## src/rtl/pdw_pkg.sv

```systemverilog
package pdw_pkg;
   typedef enum logic {
      OVF_WRAP  = 1'b0,
      OVF_CLAMP = 1'b1
   } ovf_mode_e;
endpackage

```

## src/rtl/pdw_history.sv

```systemverilog
module pdw_history #(
   parameter int WIN_LEN = 8,
   parameter int DW      = 32
) (
   input  logic                           clk,
   input  logic                           rst,
   input  logic                           shift_en,
   input  logic                           clear,
   input  logic [DW-1:0]                  din,
   output logic [WIN_LEN-1:0][DW-1:0]     hist
);
   // hist[0] holds the newest stored value, hist[WIN_LEN-1] the oldest
   always_ff @(posedge clk) begin
      if (rst) begin
         hist <= '0;
      end else if (shift_en) begin
         if (clear) hist <= '0;
         else       hist <= {hist[WIN_LEN-2:0], din};
      end
   end
endmodule

```

## src/rtl/pdw_slot_ctrl.sv

```systemverilog
module pdw_slot_ctrl #(
   parameter int WIN_LEN = 8,
   localparam int SLOT_W = $clog2(WIN_LEN)
) (
   input  logic                clk,
   input  logic                rst,
   input  logic                advance,
   output logic [SLOT_W-1:0]   slot,
   output logic                last_slot,
   output logic [WIN_LEN-1:0]  lane_mask
);
   localparam logic [SLOT_W-1:0] LAST = SLOT_W'(WIN_LEN - 1);

   assign last_slot = (slot == LAST);

   always_ff @(posedge clk) begin
      if (rst)          slot <= '0;
      else if (advance) slot <= last_slot ? '0 : slot + 1'b1;
   end

   // lane j holds a real partner only when j older entries... i.e. j < slot
   for (genvar j = 0; j < WIN_LEN; j++) begin : g_mask
      assign lane_mask[j] = (j < int'(slot));
   end
endmodule

```

## src/rtl/pdw_lane_sub.sv

```systemverilog
module pdw_lane_sub
   import pdw_pkg::*;
#(
   parameter int        DW   = 32,
   parameter ovf_mode_e MODE = OVF_CLAMP
) (
   input  logic [DW-1:0] minuend,
   input  logic [DW-1:0] subtrahend,
   output logic [DW-1:0] diff,
   output logic          ovf
);
   localparam logic [DW-1:0] POS_MAX = {1'b0, {(DW-1){1'b1}}};
   localparam logic [DW-1:0] NEG_MIN = {1'b1, {(DW-1){1'b0}}};

   logic [DW:0] wide;

   assign wide = {minuend[DW-1], minuend} - {subtrahend[DW-1], subtrahend};
   assign ovf  = wide[DW] ^ wide[DW-1];

   if (MODE == OVF_CLAMP) begin : g_clamp
      always_comb begin
         if (!ovf)          diff = wide[DW-1:0];
         else if (wide[DW]) diff = NEG_MIN;
         else               diff = POS_MAX;
      end
   end else begin : g_wrap
      assign diff = wide[DW-1:0];
   end
endmodule

```

## src/rtl/pairdiff_window.sv

```systemverilog
module pairdiff_window
   import pdw_pkg::*;
#(
   parameter int        WIN_LEN  = 8,
   parameter int        DW       = 32,
   parameter ovf_mode_e OVF_MODE = OVF_CLAMP
) (
   input  logic                        clk,
   input  logic                        rst,
   input  logic                        in_valid,
   input  logic [DW-1:0]               in_error,
   input  logic [DW-1:0]               in_x,
   output logic                        out_valid,
   output logic [WIN_LEN-1:0]          out_lane_valid,
   output logic [WIN_LEN-1:0][DW-1:0]  out_ediff,
   output logic [WIN_LEN-1:0][DW-1:0]  out_xdiff,
   output logic                        window_done,
   output logic                        ovf_sticky
);
   localparam int SLOT_W = $clog2(WIN_LEN);

   // elaboration-time parameter checks
   if (WIN_LEN < 2) begin : g_bad_len
      $error("pairdiff_window: WIN_LEN must be at least 2");
   end
   if (DW < 2) begin : g_bad_dw
      $error("pairdiff_window: DW must be at least 2");
   end

   logic [SLOT_W-1:0]          slot;
   logic                       last_slot;
   logic [WIN_LEN-1:0]         lane_mask;
   logic [WIN_LEN-1:0][DW-1:0] e_hist;
   logic [WIN_LEN-1:0][DW-1:0] x_hist;
   logic [WIN_LEN-1:0][DW-1:0] e_raw;
   logic [WIN_LEN-1:0][DW-1:0] x_raw;
   logic [WIN_LEN-1:0]         e_ovf;
   logic [WIN_LEN-1:0]         x_ovf;
   logic                       any_ovf;

   pdw_slot_ctrl #(.WIN_LEN(WIN_LEN)) u_slot (
      .clk       (clk),
      .rst       (rst),
      .advance   (in_valid),
      .slot      (slot),
      .last_slot (last_slot),
      .lane_mask (lane_mask)
   );

   pdw_history #(.WIN_LEN(WIN_LEN), .DW(DW)) u_ehist (
      .clk      (clk),
      .rst      (rst),
      .shift_en (in_valid),
      .clear    (last_slot),
      .din      (in_error),
      .hist     (e_hist)
   );

   pdw_history #(.WIN_LEN(WIN_LEN), .DW(DW)) u_xhist (
      .clk      (clk),
      .rst      (rst),
      .shift_en (in_valid),
      .clear    (last_slot),
      .din      (in_x),
      .hist     (x_hist)
   );

   for (genvar j = 0; j < WIN_LEN; j++) begin : g_lane
      pdw_lane_sub #(.DW(DW), .MODE(OVF_MODE)) u_esub (
         .minuend    (in_error),
         .subtrahend (e_hist[j]),
         .diff       (e_raw[j]),
         .ovf        (e_ovf[j])
      );
      pdw_lane_sub #(.DW(DW), .MODE(OVF_MODE)) u_xsub (
         .minuend    (in_x),
         .subtrahend (x_hist[j]),
         .diff       (x_raw[j]),
         .ovf        (x_ovf[j])
      );
   end

   assign any_ovf = in_valid && (|((e_ovf | x_ovf) & lane_mask));

   always_ff @(posedge clk) begin
      if (rst) begin
         out_valid      <= 1'b0;
         out_lane_valid <= '0;
         out_ediff      <= '0;
         out_xdiff      <= '0;
         window_done    <= 1'b0;
         ovf_sticky     <= 1'b0;
      end else begin
         out_valid      <= in_valid;
         out_lane_valid <= in_valid ? lane_mask : '0;
         window_done    <= in_valid && last_slot;
         for (int j = 0; j < WIN_LEN; j++) begin
            out_ediff[j] <= (in_valid && lane_mask[j]) ? e_raw[j] : '0;
            out_xdiff[j] <= (in_valid && lane_mask[j]) ? x_raw[j] : '0;
         end
         if (any_ovf) ovf_sticky <= 1'b1;
      end
   end
endmodule

```

## config.mk

```make
export PLATFORM = sky130hd
export DESIGN_NAME = pairdiff_window
export DESIGN_NICKNAME = d
export VERILOG_FILES = /design/src/rtl/pdw_pkg.sv /design/src/rtl/pdw_history.sv /design/src/rtl/pdw_slot_ctrl.sv /design/src/rtl/pdw_lane_sub.sv /design/src/rtl/pairdiff_window.sv
export SDC_FILE = /design/constraint.sdc
export NUM_CORES = 2
export LEC_CHECK = 0
export CAP_MARGIN = 20
export CORE_ASPECT_RATIO = 0.5
export CORE_MARGIN = 2
export CORE_UTILIZATION = 52
export DETAILED_ROUTE_END_ITERATION = 12
export PLACE_DENSITY_LB_ADDON = 0.15
export SLEW_MARGIN = 10
export SYNTH_ARGS = -nofsm -noshare
export SYNTH_HDL_FRONTEND = slang
export SYNTH_SLANG_ARGS = --single-unit
```

## constraint.sdc

```tcl
create_clock -name clk -period 4.3 [get_ports clk]
set_input_delay 0.86 -clock clk [delete_from_list [all_inputs] [get_ports clk]]
set_output_delay 0.86 -clock clk [all_outputs]
set_load 0.01 [all_outputs]
```

==> reports/metrics.yaml <==
cp_cell_sequence: "clkbuf_2 > clkinvlp_4 > ha_2 > inv_1 > fa_1 > a21oi_2 > o211ai_1 > a311oi_2 > a21oi_2 > a21o_1 > a41oi_2 > o21bai_1 > xor2_2 > or3_1 > o311a_1 > o41ai_2 > a211oi_2"
skew_ns: 0.0348
synth_top_area_cell: "dfxtp_1"
grt_max_degree: 234
ys_ff_latch: 909
num_vias: 55200
synth_mux_area_frac: 0.00361
synth-compound-area-share: 0.244
avgSynthCellArea_um2: 7.92
synthFlopType: "dfxtp_1"
gp_congestion: 1.00
die_w_um: 461
drt-pass1-iter-count: 6
period_share: 0.992
status: "complete, no violations"
netlist.area_leader.share: 0.335
tns_ns: 0
synth_top_family_by_area: "compound AO/OA/AOI/OAI gates"
arrival_ns: 4.81
worstRegToRegCells: 14
synth-warning-count: 0
hpwl_um: 156000
fmax_mhz: 235
syn_area_um2: 54400
ys_async_sr_fraction: 0
die-area_um2: 107000
start_util: 0.527
cts_max_path_buffers: 3
seqCellArea_um2: 18200
ant_nets: 0
synth-seq-area-share: 0.335
antenna_found_initial: 3
grt_first_pass_wirelength_um: 301000
cpMostUsedCell: "a21oi_2"
netlist_instances: 6866
start_kind: "input pin"
p_leak_uw: 0.0298
cp-end-kind: "register"
cp_max_fo: 5
synth.distinct_cells: 102
worstPathRequired_ns: 4.85
cts_tree: "built"
holdBufCountCts: 0
top_level_ports: 590
final_max_slew_viol_count: 0
ys_top_cells_by_area: "dfxtp_1 33%, ha_1 10%, a21oi_1 6.8%"
cts_num_sinks: 909
first_global_vias: 52400
wire_per_inst_um: 20.7
drtIter0Drc: 5036
rows: 83
place.port_buffers: 524
tightest_slew_ns: 1.12
fillers: 8373
grt_use_total: 0.359
diodes: 0
root_buffer: "clkbuf_16"
syn_to_final_growth_pct: 32.8
max_cap_viol_count: 0
hold_path_class: "reg -> reg"
synth-simple-area-share: 0.178
via_per_inst: 5.68
die_h_um: 233
cpPeakStageDelay_ns: 0.41
coreArea_um2: 103000
num-nets-final: 8778
synth_edf_count: 0
finalSetupViolCount: 0
crit_slowest_cell: "fa_1"
final_layout_size_suffix_gt1_frac: 0.170
drc: 0
finalHoldViolCount: 0
cts_made_buffers: 86
cts_max_level: 3
multi_input_area_um2: 33000
grt-ovfl-total: 0
worstSetupPathType: "in -> reg"
finalWirelength_um: 201000
path_clk_slew_ns: 0.07
power.total_uw: 22100
irDropWorstVdd_mv: 0.319
finalCriticalPeriod_ns: 4.26
whs_path_depth: 2
synthAdderAreaFrac: 0.109
max_slew_margin: 0.253
p_per_area_nw_per_um2: 306
clk_latency_ns: 0.72
synth_xor_area_frac: 0.0591
holdWs_ns: 0.499
-- metrics by stage --
step / utilization / setup WS, ns / area, um^2 / cells
after global placement: 0.667 / -1.06 / 68800 / 9546
after CTS: 0.695 / -0.0222 / 71700 / 9704
final: 0.700 / 0.0358 / 72200 / 9719
after floorplan: - / 0.0759 / 54600 / 6930
after detailed placement: 0.667 / -1.22 / 68800 / 9546
after global routing: 0.700 / -0.0600 / 72200 / 9719
-- critical path: cells and delay by family --
| family | cells | cell delay (ns) |
|---|---|---|
| xor+xnor | 1 | 0.22 |
| fa+ha+maj | 2 | 0.64 |
| buf+inv | 3 | 0.49 |
| simple gates | 1 | 0.33 |
| compound gates | 10 | 2.26 |
-- state kept, by name (all words and copies together) (netlist names) --
signal,cells
out_ediff,224
out_xdiff,224
u_ehist.hist,224
u_xhist.hist,224
out_lane_valid,7
u_slot.slot,3
out_valid,1
ovf_sticky,1
window_done,1
-- cells by family (layout without fill, tap and decap cells) --
group           Yosys count  after routing
fa+ha+maj               464            464
flops                   909            909
other cells               1             65
xor+xnor                367            367
simple gates           2033           2033
buf+inv                 955           2342
mux                      17             17
compound gates         2120           2120
-- cell usage in the layout, fill, tap and decap left out, types with 25 or more instances in the layout --
master | synthesis | final
nor2b_1 | 415 | 412
o211ai_1 | 39 | 39
o21a_1 | 64 | 64
dfxtp_1 | 909 | 909
a31oi_1 | 41 | 35
nor2_1 | 361 | 359
xnor2_1 | 220 | 220
nand2b_1 | 101 | 101
o22ai_1 | 379 | 379
and3_1 | 32 | 32
conb_1 | 1 | 65
a21oi_1 | 737 | 725
a21o_1 | 173 | 173
nand3_1 | 77 | 76
xor2_1 | 147 | 145
clkbuf_16 | 0 | 88
ha_1 | 450 | 439
buf_12 | 0 | 51
buf_4 | 70 | 1063
nand3b_1 | 26 | 26
o21bai_1 | 54 | 54
o21ai_0 | 291 | 281
inv_1 | 542 | 540
nand2_1 | 825 | 822
a211oi_1 | 45 | 41
nor3_1 | 60 | 56
clkdlybuf4s50_1 | 0 | 502
a2bb2oi_1 | 62 | 62
and2_1 | 29 | 28
nand4_1 | 25 | 25
-- routing by layer --
| metal | GRT usage | wire length (um) | up-vias |
|---|---|---|---|
| met4 | 0.157 | 9260 | 4 |
| li1 | - | - | 26400 |
| met2 | 0.583 | 91500 | 1936 |
| met3 | 0.0637 | 13800 | 407 |
| met5 | 0 | 25 | - |
| met1 | 0.469 | 86200 | 26400 |
-- synthesized netlist by cell type, drive strengths merged, types with 64 or more instances --
cell / number
dfxtp: 909
xnor2: 220
nand2b: 101
o21ai: 309
nor2: 361
nand2: 826
clkbuf: 293
nand3: 77
o21a: 64
ha: 450
buf: 120
o22ai: 379
inv: 542
xor2: 147
nor2b: 415
a21oi: 741
a21o: 173
-- worst paths after layout --
check             slack, ns                             to                            from
setup reg to reg       0.23        ovf_sticky$_SDFFE_PP0P_  u_xhist.hist[208]$_SDFFE_PP0P_
hold / removal         0.50  u_xhist.hist[32]$_SDFFE_PP0P_   u_xhist.hist[32]$_SDFFE_PP0P_
setup / recovery       0.04        ovf_sticky$_SDFFE_PP0P_                         in_x[0]
hold reg to reg        0.50  u_xhist.hist[32]$_SDFFE_PP0P_   u_xhist.hist[32]$_SDFFE_PP0P_
-- power by group --
group	internal, uW	switching [uW]
clock	4310	3670
sequential	8550	83.9
combinational	2490	3030
total	15300	6780
-- cell type report --
class / count / area share
Clock inverter: 51 / 0.00688
Clock buffer: 107 / 0.0327
Multi-Input combinational cell: 5066 / 0.457
Sequential cell: 909 / 0.252
Tap cell: 1402 / 0.0243
Inverter: 542 / 0.0282
Timing Repair Buffer: 1642 / 0.199
-- what timing repair did --
action | 4_1_cts | 5_1_grt
pin swaps | 2 | 38
gates resized for setup | 11 | 92
endpoints found under the setup margin | 133 | 328
endpoints found under the hold margin | 0 | 0
setup buffers | 0 | 15
No activity file was read; power rests on OpenSTA's default activity.
